**src/rtl/serial_rx_pkg.sv**
```systemverilog
package serial_rx_pkg;
  localparam int unsigned CHAR_W = 8;
  localparam int unsigned IDX_W  = $clog2(CHAR_W);

  typedef enum logic [2:0] {
    ST_IDLE,
    ST_START,
    ST_DATA,
    ST_PAR,
    ST_STOP
  } rx_state_e;

  typedef logic [1:0] wlen_t;

  // 00..11 -> 5..8 data bits, returned as index of last bit
  function automatic logic [IDX_W-1:0] last_index(wlen_t w);
    return IDX_W'(4) + IDX_W'(w);
  endfunction
endpackage

```
**src/rtl/serial_rx_sync.sv**
```systemverilog
module serial_rx_sync #(
  parameter int unsigned STAGES = 2
) (
  input  logic clk_i,
  input  logic rst_ni,
  input  logic d_i,
  output logic q_o
);
  logic [STAGES-1:0] ff_q;

  for (genvar g = 0; g < STAGES; g++) begin : g_stage
    always_ff @(posedge clk_i or negedge rst_ni) begin
      if (!rst_ni) ff_q[g] <= 1'b1;
      else if (g == 0) ff_q[g] <= d_i;
      else ff_q[g] <= ff_q[(g > 0) ? g - 1 : 0];
    end
  end

  assign q_o = ff_q[STAGES-1];
endmodule

```
**src/rtl/serial_rx_parity.sv**
```systemverilog
module serial_rx_parity import serial_rx_pkg::*; (
  input  logic [CHAR_W-1:0] data_i,
  input  logic              even_i,
  input  logic              stick_i,
  output logic              exp_bit_o
);
  logic ones_odd;

  // unused upper bits are held at zero by the controller
  assign ones_odd = ^data_i;

  always_comb begin
    if (stick_i)     exp_bit_o = ~even_i;
    else if (even_i) exp_bit_o = ones_odd;
    else             exp_bit_o = ~ones_odd;
  end
endmodule

```
**src/rtl/serial_rx_ctrl.sv**
```systemverilog
module serial_rx_ctrl import serial_rx_pkg::*; #(
  parameter int unsigned OVERSAMPLE = 16
) (
  input  logic              clk_i,
  input  logic              rst_ni,
  input  logic              tick_i,
  input  logic              line_i,
  input  wlen_t             wlen_i,
  input  logic              par_en_i,
  output logic [CHAR_W-1:0] data_o,
  output logic              par_bit_o,
  output logic              stop_bit_o,
  output logic              done_o
);
  localparam int unsigned CNT_W     = $clog2(OVERSAMPLE);
  localparam int unsigned HALF_LAST = OVERSAMPLE / 2 - 1;
  localparam int unsigned FULL_LAST = OVERSAMPLE - 1;

  rx_state_e         state_q;
  logic [CNT_W-1:0]  cnt_q;
  logic [IDX_W-1:0]  idx_q;
  logic [CHAR_W-1:0] sr_q;
  logic              par_q;
  logic              at_half;
  logic              at_full;

  assign at_half = (cnt_q == CNT_W'(HALF_LAST));
  assign at_full = (cnt_q == CNT_W'(FULL_LAST));

  always_ff @(posedge clk_i or negedge rst_ni) begin
    if (!rst_ni) begin
      state_q <= ST_IDLE;
      cnt_q   <= '0;
      idx_q   <= '0;
      sr_q    <= '0;
      par_q   <= 1'b0;
    end else if (tick_i) begin
      unique case (state_q)
        ST_IDLE: begin
          cnt_q <= '0;
          if (!line_i) begin
            state_q <= ST_START;
            sr_q    <= '0;
            par_q   <= 1'b0;
          end
        end
        ST_START: begin
          if (at_half) begin
            cnt_q   <= '0;
            idx_q   <= '0;
            state_q <= line_i ? ST_IDLE : ST_DATA;
          end else begin
            cnt_q <= cnt_q + 1'b1;
          end
        end
        ST_DATA: begin
          if (at_full) begin
            cnt_q       <= '0;
            sr_q[idx_q] <= line_i;
            if (idx_q == last_index(wlen_i)) state_q <= par_en_i ? ST_PAR : ST_STOP;
            else idx_q <= idx_q + 1'b1;
          end else begin
            cnt_q <= cnt_q + 1'b1;
          end
        end
        ST_PAR: begin
          if (at_full) begin
            cnt_q   <= '0;
            par_q   <= line_i;
            state_q <= ST_STOP;
          end else begin
            cnt_q <= cnt_q + 1'b1;
          end
        end
        ST_STOP: begin
          if (at_full) begin
            cnt_q   <= '0;
            state_q <= ST_IDLE;
          end else begin
            cnt_q <= cnt_q + 1'b1;
          end
        end
        default: state_q <= ST_IDLE;
      endcase
    end
  end

  assign data_o     = sr_q;
  assign par_bit_o  = par_q;
  assign stop_bit_o = line_i;
  assign done_o     = tick_i && (state_q == ST_STOP) && at_full;
endmodule

```
**src/rtl/serial_rx.sv**
```systemverilog
module serial_rx import serial_rx_pkg::*; #(
  parameter int unsigned OVERSAMPLE  = 16,
  parameter int unsigned SYNC_STAGES = 2
) (
  input  logic              clk_i,
  input  logic              rst_ni,
  input  logic              tick_i,
  input  logic              rxd_i,
  input  logic [1:0]        wlen_i,
  input  logic              stop2_i,
  input  logic              par_en_i,
  input  logic              par_even_i,
  input  logic              par_stick_i,
  input  logic              lsi_en_i,
  output logic [CHAR_W-1:0] data_o,
  output logic              valid_o,
  output logic              perr_o,
  output logic              ferr_o,
  output logic              irq_o
);
  logic              line_s;
  logic [CHAR_W-1:0] char_w;
  logic              par_bit;
  logic              stop_bit;
  logic              done;
  logic              exp_par;
  logic              perr_d;
  logic              ferr_d;
  logic              stop2_unused;

  // receiver checks only the first stop bit whatever the mode
  assign stop2_unused = stop2_i;

  serial_rx_sync #(.STAGES(SYNC_STAGES)) u_sync (
    .clk_i (clk_i),
    .rst_ni(rst_ni),
    .d_i   (rxd_i),
    .q_o   (line_s)
  );

  serial_rx_ctrl #(.OVERSAMPLE(OVERSAMPLE)) u_ctrl (
    .clk_i     (clk_i),
    .rst_ni    (rst_ni),
    .tick_i    (tick_i),
    .line_i    (line_s),
    .wlen_i    (wlen_i),
    .par_en_i  (par_en_i),
    .data_o    (char_w),
    .par_bit_o (par_bit),
    .stop_bit_o(stop_bit),
    .done_o    (done)
  );

  serial_rx_parity u_par (
    .data_i   (char_w),
    .even_i   (par_even_i),
    .stick_i  (par_stick_i),
    .exp_bit_o(exp_par)
  );

  assign perr_d = par_en_i && (par_bit != exp_par);
  assign ferr_d = ~stop_bit;

  always_ff @(posedge clk_i or negedge rst_ni) begin
    if (!rst_ni) begin
      data_o  <= '0;
      valid_o <= 1'b0;
      perr_o  <= 1'b0;
      ferr_o  <= 1'b0;
      irq_o   <= 1'b0;
    end else begin
      valid_o <= done;
      perr_o  <= done && perr_d;
      ferr_o  <= done && ferr_d;
      irq_o   <= done && lsi_en_i && (perr_d || ferr_d);
      if (done) data_o <= char_w;
    end
  end
endmodule

```
**config.mk**
```make
export PLATFORM = sky130hd
export DESIGN_NAME = serial_rx
export DESIGN_NICKNAME = d
export VERILOG_FILES = /design/src/rtl/serial_rx_pkg.sv /design/src/rtl/serial_rx_sync.sv /design/src/rtl/serial_rx_parity.sv /design/src/rtl/serial_rx_ctrl.sv /design/src/rtl/serial_rx.sv
export SDC_FILE = /design/constraint.sdc
export NUM_CORES = 1
export LEC_CHECK = 0
export BUFFER_PORTS_ARGS = -buffer_cell sky130_fd_sc_hd__buf_2
export CAP_MARGIN = 15
export CORE_ASPECT_RATIO = 0.7
export CORE_UTILIZATION = 50
export DETAILED_ROUTE_END_ITERATION = 6
export PLACE_DENSITY = 0.74
export RECOVER_POWER = 50
export SETUP_SLACK_MARGIN = 0.3
export SLEW_MARGIN = 20
export SYNTH_ARGS = -nofsm -noshare
export SYNTH_HDL_FRONTEND = slang
export SYNTH_SLANG_ARGS = --single-unit
```
**constraint.sdc**
```tcl
create_clock -name clk_i -period 5.1 [get_ports clk_i]
set_input_delay 0.51 -clock clk_i [delete_from_list [all_inputs] [get_ports clk_i]]
set_output_delay 0.51 -clock clk_i [all_outputs]
set_load 0.1 [all_outputs]
```
# Yosys cells after proc, flatten, opt, wreduce, memory -nomap -nowiden
# Index checks and enable logic that the tools add are counted.
# totals
ff_bits,33
input_bits,11
output_inout_bits,12
elab_cells,83
# classes
add_sub_neg,3
order_cmp,2
eq_ne,15
n_mux,27
n_bitwise,3
n_reduce_logical,21
# op_table
operator,count
3-bit 2-to-1 mux,10
8-bit 2-to-1 mux,2
8-bit case mux with 2 select lines,1
3-bit case mux with 5 select lines,1
4-bit case mux with 3 select lines,1
"2-bit by 1-bit inequality test with 1-bit output, second input constant",5
8-bit bitwise mux,1
1-bit logical AND,8
4-bit 2-to-1 mux,2
4-bit AND reduction,2
8-bit XOR reduction,1
7-bit AND reduction,1
"3-bit by 2-bit == test with 1-bit output, second input constant",2
3-bit case mux with 2 select lines,1
2-bit nonzero test,3
1-bit 2-to-1 mux,5
5-bit AND reduction,1
"4-bit by 1-bit adder with 4-bit output, second input constant",1
"4-bit by 3-bit == test with 1-bit output, second input constant",1
"4-bit == test, second input constant",1
"3-bit by 4-bit less-than comparator with 1-bit output, second input constant",1
"2-bit inequality test, second input constant",2
"3-bit by 1-bit adder with 3-bit output, second input constant",1
"3-bit by 2-bit adder with 3-bit output, first input constant",1
other kinds (14),16

# Longest topological paths before layout
# Gate-level depths: netlist (run 1).
# depth
depth_word,8
mapped_depth,7
ltp_nobuf,7

# Cells and area by module
# Synthesis (run 1) repeated with hierarchy kept, for this count alone.
# hier_totals
cells_unflattened,181
area_unflattened_um2,1833.0
# by_module_without_submodules
module,instances,cells_per_inst,area_per_inst_um2,seq_area_each_um2
serial_rx_ctrl,1,142,1244.9,475.5
serial_rx,1,28,461.7,300.3
serial_rx_parity,1,9,73.8,0.0
serial_rx_sync,1,2,52.6,52.6

# Worst setup path before layout (run 1)
# Ideal clock, no wire load.
# synth_path
path_kind,register -> register
from,register u_ctrl.cnt_q[3]
to,register u_ctrl.state_q[1]
setup_ns,0.121
arrival_time_ns,1.550
t_required_ns,4.979
slack_ns,3.429
stages_incl_launch_ff,6
path_buffers,0
period_less_slack_ns,1.671
path_cell_list,dfrtp_1 or3_1 a21oi_2 nor3_2 or3b_1 a22o_1
# synth_via
elab_chain_cells,3
word_cells_on_any_way,7
cone_classes,6 x eq/ne; 1 x reduce/logical
# synth_rtl
element,line,rtl
from (decl),serial_rx_ctrl.sv:20,logic [CNT_W-1:0] cnt_q;
from (signal assigned),serial_rx_ctrl.sv:53,cnt_q <= cnt_q + 1'b1;
from (signal assigned),serial_rx_ctrl.sv:63,cnt_q <= cnt_q + 1'b1;
from (signal assigned),serial_rx_ctrl.sv:72,cnt_q <= cnt_q + 1'b1;
4-bit == test / 4-bit by 3-bit == test with 1-bit output (equally long branches),"serial_rx_ctrl.sv:28, serial_rx_ctrl.sv:27",
2-bit by 1-bit inequality test with 1-bit output (no line),--,
7-bit AND reduction (no line) (*),--,
to (signal assigned),serial_rx_ctrl.sv:51,state_q <= line_i ? ST_IDLE : ST_DATA;
to (signal assigned),serial_rx_ctrl.sv:60,if (idx_q == last_index(wlen_i)) state_q <= par_en_i ? ST_PAR : ST_STOP;
to (decl),serial_rx_ctrl.sv:19,rx_state_e state_q;
# Mark *: on every way between the ends. The rest lies on a longest branch, timed or not.
# A chain may end at the register's enable or synchronous reset.

# Worst setup path after layout (run 1)
# layout_path
from,register u_ctrl.cnt_q[0]
to,register irq_o
# layout_via
elab_chain_cells,4
# layout_rtl
element,line,rtl
4-bit == test,serial_rx_ctrl.sv:28,assign at_full = (cnt_q == CNT_W'(FULL_LAST));
1-bit logical AND,serial_rx_ctrl.sv:91,assign done_o = tick_i && (state_q == ST_STOP) && at_full;
net done,serial_rx.sv:25,logic done;
1-bit logical AND (2 in series),serial_rx.sv:75,irq_o <= done && lsi_en_i && (perr_d || ferr_d);
to (signal assigned),serial_rx.sv:75,
to (decl),serial_rx.sv:19,output logic irq_o
# The timed path passes the listed nets, and every way through them passes these cells.

==> flow_metrics.py, run 1 <==
metrics = {
    "grt": {
        "met1_usage_pct": 32.7,
        "grt_first_pass_wirelength_um": 6340,
        "grt_usage_pct": 23.4,
        "grt-busiest-layer": "met2",
        "antenna_found_initial": 0,
        "grt_pass1_vias": 1346,
        "globalRouteMet3Util_pct": 5.92,
        "gr-usage-met2_pct": 34.4,
        "grt.overflow.total": 0,
        "grt_max_degree": 34,
    },
    "place": {
        "dp_hpwl_um": 2730,
        "io_buffers": 21,
        "place_congestion": 0.892,
    },
    "clocking": {
        "numCtsBuffers": 5,
        "clk_path_buf_depth": 2,
        "clk_latency_ns": 0.29,
        "htreeDepth": 2,
        "cts_tree": "yes",
        "ctsHoldBuffers": 0,
        "clk_pin_slew_ns": 0.07,
        "post_cts_buffers": 0,
        "root_buffer": "clkbuf_8",
        "clock_sinks": 33,
        "cts_resized": 0,
    },
    "synth": {
        "synth_top_area_cell": "dfrtp_1",
        "synth_ff_type": "dfrtp_1",
        "synth_area_leaders": "dfrtp_1, nand2_1, o21ai_0",
        "synth_top_area_share_pct": 44.5,
        "synth-seq-cells": 33,
        "yosysWarnings": 0,
        "syn_avg_cell_area_um2": 9.08,
        "syn_area_mm2": 0.00174,
        "synth_common_cells": "nand2_1, dfrtp_1, o21ai_0",
        "synth_cells": 192,
        "synth_edf_count": 0,
        "synth.most_common_cell": "nand2_1",
        "yosysUniqueCellTypes": 46,
        "synthesis.nets": 205,
        "synth-seq-area-share_pct": 47.5,
        "synthArstFlopShare_pct": 100,
    },
    "job": {
        "maxCapViolCount": 1,
    },
    "floorplan": {
        "core_area_mm2": 0.00323,
        "die_area_mm2": 0.00373,
        "io_pins": 23,
        "die_w_um": 72.6,
        "initial_core_util_pct": 53.9,
        "chipHeight_um": 51.4,
        "rows": 17,
    },
    "cells_and_area": {
        "drive_gt1_share_pct": 16.0,
        "n_fill_cell": 290,
        "diodes": 0,
        "seq_area_um2": 828,
        "area_delta_synth_final_pct": 13.4,
        "multi_input_area_um2": 852,
        "final_nets": 225,
    },
    "timing": {
        "maxSlewHeadroom_pct": -12.1,
        "fmax_ghz": 0.441,
        "period_minus_slack_ns": 2.27,
        "holdWs_ns": 0.321,
        "slew_violations": 34,
        "rsz0062_at_grt": "no",
        "setup_viol": 0,
        "post-route-period-util_pct": 44.5,
        "clock_skew_ns": 0.00754,
        "hold_viol": 0,
        "finalSetupTns_ns": 0,
        "tightest_slew_ns": 1.68,
    },
    "power_and_ir_drop": {
        "peakVddDrop_mv": 0.283,
        "power.density_mw_per_mm2": 404,
        "p_leak_nw": 0.931,
    },
    "routing": {
        "wl_um": 3750,
        "ant_nets": 0,
        "dr_total_vias": 1442,
        "vias_per_cell": 5.55,
        "drt-pass1-iter-count": 4,
        "drtIter0Drc": 86,
        "route.detailed.drc": 0,
        "routedWlPerCell_um": 14.4,
    },
    "setup_path": {
        "cp.required_ns": 5.32,
        "path_class": "reg -> reg",
        "crit_path_cell_trace": "ha_1, and3_2, nand4_1, inv_2, nand2_1, nor4_1, a211o_1",
        "cpPeakStageDelay_ns": 0.42,
        "cp_slowest_cell": "nand4_1",
        "cp_max_fo": 11,
        "cp-start-kind": "register",
        "cp-end-kind": "register",
        "critPathArrivalTime_ns": 2.49,
    },
    "run_status": {
        "violations": "capacitance limit, slew limit",
        "status": "finished, violations left",
    },
    "min_path": {
        "worstHoldPathType": "in -> reg",
    },
}
-- stage by stage --
stage	setup slack [ns]	util [%]	instance area, um2	instances	total power [mW]
global placement	3.01	57.6	1860	252	0.532
finish	2.83	61.1	1980	260	0.799
floorplan	3.43	-	1740	192	0.508
CTS	2.89	61.2	1980	260	0.803
detailed placement	2.92	57.6	1860	252	0.546
global route	2.67	61.1	1980	260	0.848
-- final timing paths --
kind	from	endpoint	cells after the start	slack, ns
max	u_ctrl.cnt_q[0]	irq_o	7	2.83
min	rxd_i	u_sync.ff_q[0]	1	0.32
max reg2reg	u_ctrl.cnt_q[0]	irq_o	7	2.83
min reg2reg	u_sync.ff_q[0]	u_sync.q_o	0	0.36
max in group asynchronous	rst_ni	data_o[6]	1	3.48
min in group asynchronous	rst_ni	u_ctrl.data_o[3]	1	0.65
-- cells in the final DEF (no fill, tap or decap), types with 5 or more instances in the layout --
cell type  count
buf_2         18
nor2_1         8
nand2b_1       5
nand2_1       41
o21ai_0       22
dfrtp_1       31
clkbuf_8       6
a22o_1         5
xnor2_1        8
a21oi_1        6
-- state kept, by name (all words and copies together) (netlist names) --
register and flops:
irq_o 1, u_sync.q_o 1, u_ctrl.idx_q 3, data_o 8
valid_o 1, ferr_o 1, u_ctrl.par_bit_o 1, u_ctrl.state_q 3
perr_o 1, u_sync.ff_q 1, u_ctrl.cnt_q 4, u_ctrl.data_o 8
-- power breakdown --
group,leakage [nW],switching [mW],internal [mW]
Combinational,0.424,0.114,0.0880
Sequential,0.448,0.0543,0.287
Clock,0.0585,0.0961,0.159
Total,0.931,0.265,0.534
-- metal layers --
layer	up-vias	part of all wire, %
li1	710	-
met1	671	47
met2	54	45
met3	7	6.5
met4	0	1.7
met5	-	0
-- critical path: cells and delay by family (launching register included) --
family	cells	cell delay, ns
compound gates	1	0.15
fa+ha+maj	1	0.23
buf+inv	1	0.32
simple gates	4	1.13
flops	1	0.38
-- logic make-up (layout without fill, tap and decap cells) --
group,Yosys count,after routing,share of synthesized area [%]
buf+inv,13,34,3.59
mux,2,2,1.29
flops,33,33,47.5
xor+xnor,10,10,5.03
compound gates,48,48,16.9
simple gates,84,84,24.2
fa+ha+maj,2,2,1.44
-- cell type report --
cell class | instances | area share [%]
Multi-Input combinational cell | 146 | 43.1
Sequential cell | 33 | 41.9
Timing Repair Buffer | 21 | 5.13
Clock buffer | 7 | 4.37
Tap cell | 47 | 2.98
Clock inverter | 1 | 1.52
Inverter | 5 | 0.950
(Power assumes the default switching activity.)
==> run 2, diff against run 1 <==
ABC_AREA = 1   (was default)
PLACE_DENSITY = 0.76   (was 0.74)
clock period = 2 ns   (was 5.1 ns; I/O delays follow)
==> run 2 against run 1 <==
The run ends with DRC left; area after synthesis rose by 6.3%; combinational power rose to 6.6 times the previous value; non-clock buffer count rose by 11; clock skew fell by 0.0047 ns; sequential cell count did not move; design area rose by 12%; final cell count rose by 22%; die area rose by 6.1%; register-to-register slack got worse by 2.5 ns; worst hold slack got worse by 0.19 ns; largest cell class unchanged.
==> flow_metrics.py, run 2 <==
metrics = {
    "power_and_ir_drop": {
        "power_frac_comb_pct": 47.1,
        "p_sw_mw": 1.29,
        "peakVddDrop_mv": 0.846,
        "pwr-share-seq_pct": 35.3,
        "power.internal_mw": 1.55,
        "sw_frac_of_total_pct": 45.4,
        "p_leak_nw": 1.04,
        "power.density_mw_per_mm2": 1280,
        "clock_power_share_pct": 17.7,
    },
    "synth": {
        "synth-seq-cells": 33,
        "synth-xor-area-share_pct": 1.42,
        "synth_ff_type": "dfrtp_1",
        "synth_cells": 230,
        "synthesis.nets": 243,
        "yosys.area_share.simple_pct": 26.7,
        "syn_avg_cell_area_um2": 8.06,
        "synthArstFlopShare_pct": 100,
        "synth_top_area_share_pct": 41.9,
        "yosysUniqueCellTypes": 33,
        "synth_common_cells": "nand2_1, dfrtp_1, inv_1",
        "synth_top_family_by_area": "simple AND/OR/NAND/NOR gates",
        "synth.most_common_cell": "nand2_1",
        "synth_compound_area_share_pct": 17.6,
        "synth_area_leaders": "dfrtp_1, nand2_1, inv_1",
        "synth_edf_count": 0,
        "synth_top_area_cell": "dfrtp_1",
        "synth-seq-area-share_pct": 44.7,
        "synth_mux_area_share_pct": 0,
        "syn_area_mm2": 0.00185,
        "yosysWarnings": 0,
        "synthAdderAreaFrac_pct": 1.35,
    },
    "grt": {
        "grt_usage_pct": 20.7,
        "gr-usage-met2_pct": 26.4,
        "grt_pass1_vias": 1267,
        "grt.overflow.total": 0,
        "met1_usage_pct": 31.1,
        "antenna_found_initial": 0,
        "grt-busiest-layer": "met1",
        "grt_max_degree": 34,
        "globalRouteMet3Util_pct": 5.14,
        "grt_first_pass_wirelength_um": 5800,
    },
    "timing": {
        "period_minus_slack_ns": 1.69,
        "slew_violations": 0,
        "post-route-period-util_pct": 84.3,
        "rsz0062_at_grt": "yes",
        "tightest_slew_ns": 1.16,
        "hold_viol": 0,
        "finalSetupTns_ns": 0,
        "fmax_ghz": 0.593,
        "clock_skew_ns": 0.00280,
        "setup_viol": 0,
        "maxSlewHeadroom_pct": 22.8,
    },
    "routing": {
        "drtIter0Drc": 81,
        "ant_nets": 0,
        "route.detailed.drc": 1,
        "routedWlPerCell_um": 11.8,
        "wl_um": 3740,
        "drt-pass1-iter-count": 6,
        "vias_per_cell": 4.98,
        "dr_total_vias": 1578,
    },
    "floorplan": {
        "die_area_mm2": 0.00396,
        "chipHeight_um": 52.9,
        "io_pins": 23,
        "rows": 18,
        "initial_core_util_pct": 52.4,
        "die_w_um": 74.8,
        "core_area_mm2": 0.00354,
    },
    "setup_path": {
        "cpPeakStageDelay_ns": 0.86,
        "cp_slowest_cell": "clkbuf_1",
        "crit_path_cell_trace": "clkbuf_1",
        "critPathArrivalTime_ns": 1.49,
        "worstPathBufferInverterCount": 1,
        "cp-start-kind": "register",
        "cp-end-kind": "primary output",
        "cp.required_ns": 1.80,
        "path_class": "reg -> out",
        "startpoint": "valid_o",
        "cp_max_fo": 1,
        "regToRegStartpoint": "u_ctrl.cnt_q[1]",
        "critPathTopFamily": "buffers and inverters",
    },
    "place": {
        "dp_hpwl_um": 2520,
        "place_congestion": 0.850,
        "io_buffers": 21,
    },
    "clocking": {
        "numCtsBuffers": 5,
        "clk_path_buf_depth": 2,
        "clk_pin_slew_ns": 0.07,
        "root_buffer": "clkbuf_8",
        "cts_tree": "yes",
        "htreeDepth": 2,
        "clock_sinks": 33,
        "clk_latency_ns": 0.29,
    },
    "cells_and_area": {
        "layout_common_cells": "nand2_1, dfrtp_1, inv_1, buf_2, o21ai_0",
        "drive_gt1_share_pct": 27.7,
        "area_delta_synth_final_pct": 19.4,
        "final_nets": 279,
        "diodes": 0,
        "reg.largest.list": "data_o (8), u_ctrl.data_o (8), u_ctrl.cnt_q (4)",
        "n_fill_cell": 326,
        "layout_commonest_cell": "nand2_1",
        "finish.utilization_pct": 62.6,
    },
    "run_status": {
        "status": "finished, violations left",
        "violations": "DRC",
    },
    "min_path": {
        "worstHoldPathType": "in -> reg",
        "hp-start": "lsi_en_i",
    },
    "job": {
        "maxCapViolCount": 0,
    },
}
## run 2: cell types whose count changed in the layout (fill, tap and decap cells not counted), moves of 8 or more
cell / change
buf_4: +8
o21ai_0: -8
inv_1: +25
o21ai_1: +11
nand2_1: +21
o21ai_2: +9
## run 2: logic make-up after synthesis
family                     Yosys count
and+or+nand+nor                    104
AOI/OAI and AO/OA                   50
buffers and inverters               38
DFF                                 33
xor gates and xnor gates             3
adders and majority gates            2
## run 2: layout make-up
cell class                 instances  area [um2]  share of cell area (%)
tap                               50        62.6                    2.83
timing repair buffer              32         193                    8.71
clock inverter                     3        17.5                   0.791
multi-input combinational        159         911                    41.2
inverter                          35         131                    5.94
clock buffer                       5        68.8                    3.11
sequential                        33         830                    37.5
## run 2: routing by layer
metal  vias to the layer above  share of wire, %
li1                        819                 -
met3                         8               3.4
met2                        32                40
met1                       719                54
met5                         -                 0
met4                         0               2.0
## run 2: path summary, 6_finish.rpt
path	to	slack [ns]	cells past startpoint
min in group asynchronous	u_ctrl.cnt_q[3]	0.53	2
min	irq_o	0.13	3
max reg2reg	u_ctrl.data_o[7]	0.34	8
max in group asynchronous	u_ctrl.cnt_q[0]	0.92	2
max	valid_o	0.31	1
min reg2reg	u_sync.q_o	0.36	0
## run 2: stage by stage
step / setup slack (ns) / instances / power (mW) / instance area, um2 / hold slack [ns]
detailed placement: 0.306 / 298 / 2.14 / 2000 / 0.300
global placement: 0.357 / 298 / 2.10 / 2000 / 0.299
CTS: 0.301 / 308 / 2.65 / 2110 / 0.125
floorplan: 0.514 / 230 / 1.91 / 1850 / -0.0956
global route: 0.221 / 317 / 3.07 / 2210 / 0.146
finish: 0.314 / 317 / 2.84 / 2210 / 0.129
## run 2: repair_timing
item,CTS,global route
resized for setup,0,11
hold buffers,2,0
endpoints found under the setup margin,0,19
setup buffers,0,9
endpoints found under the hold margin,32,0
## run 2: power groups by stage
stage	combinational (mW)	clock (mW)	sequential [mW]
after floorplan	0.914	0	0.996
after global placement	1.12	0	0.987
after detailed placement	1.14	0	0.997
after CTS	1.15	0.517	0.985
after global routing	1.51	0.538	1.02
final	1.34	0.502	1.00
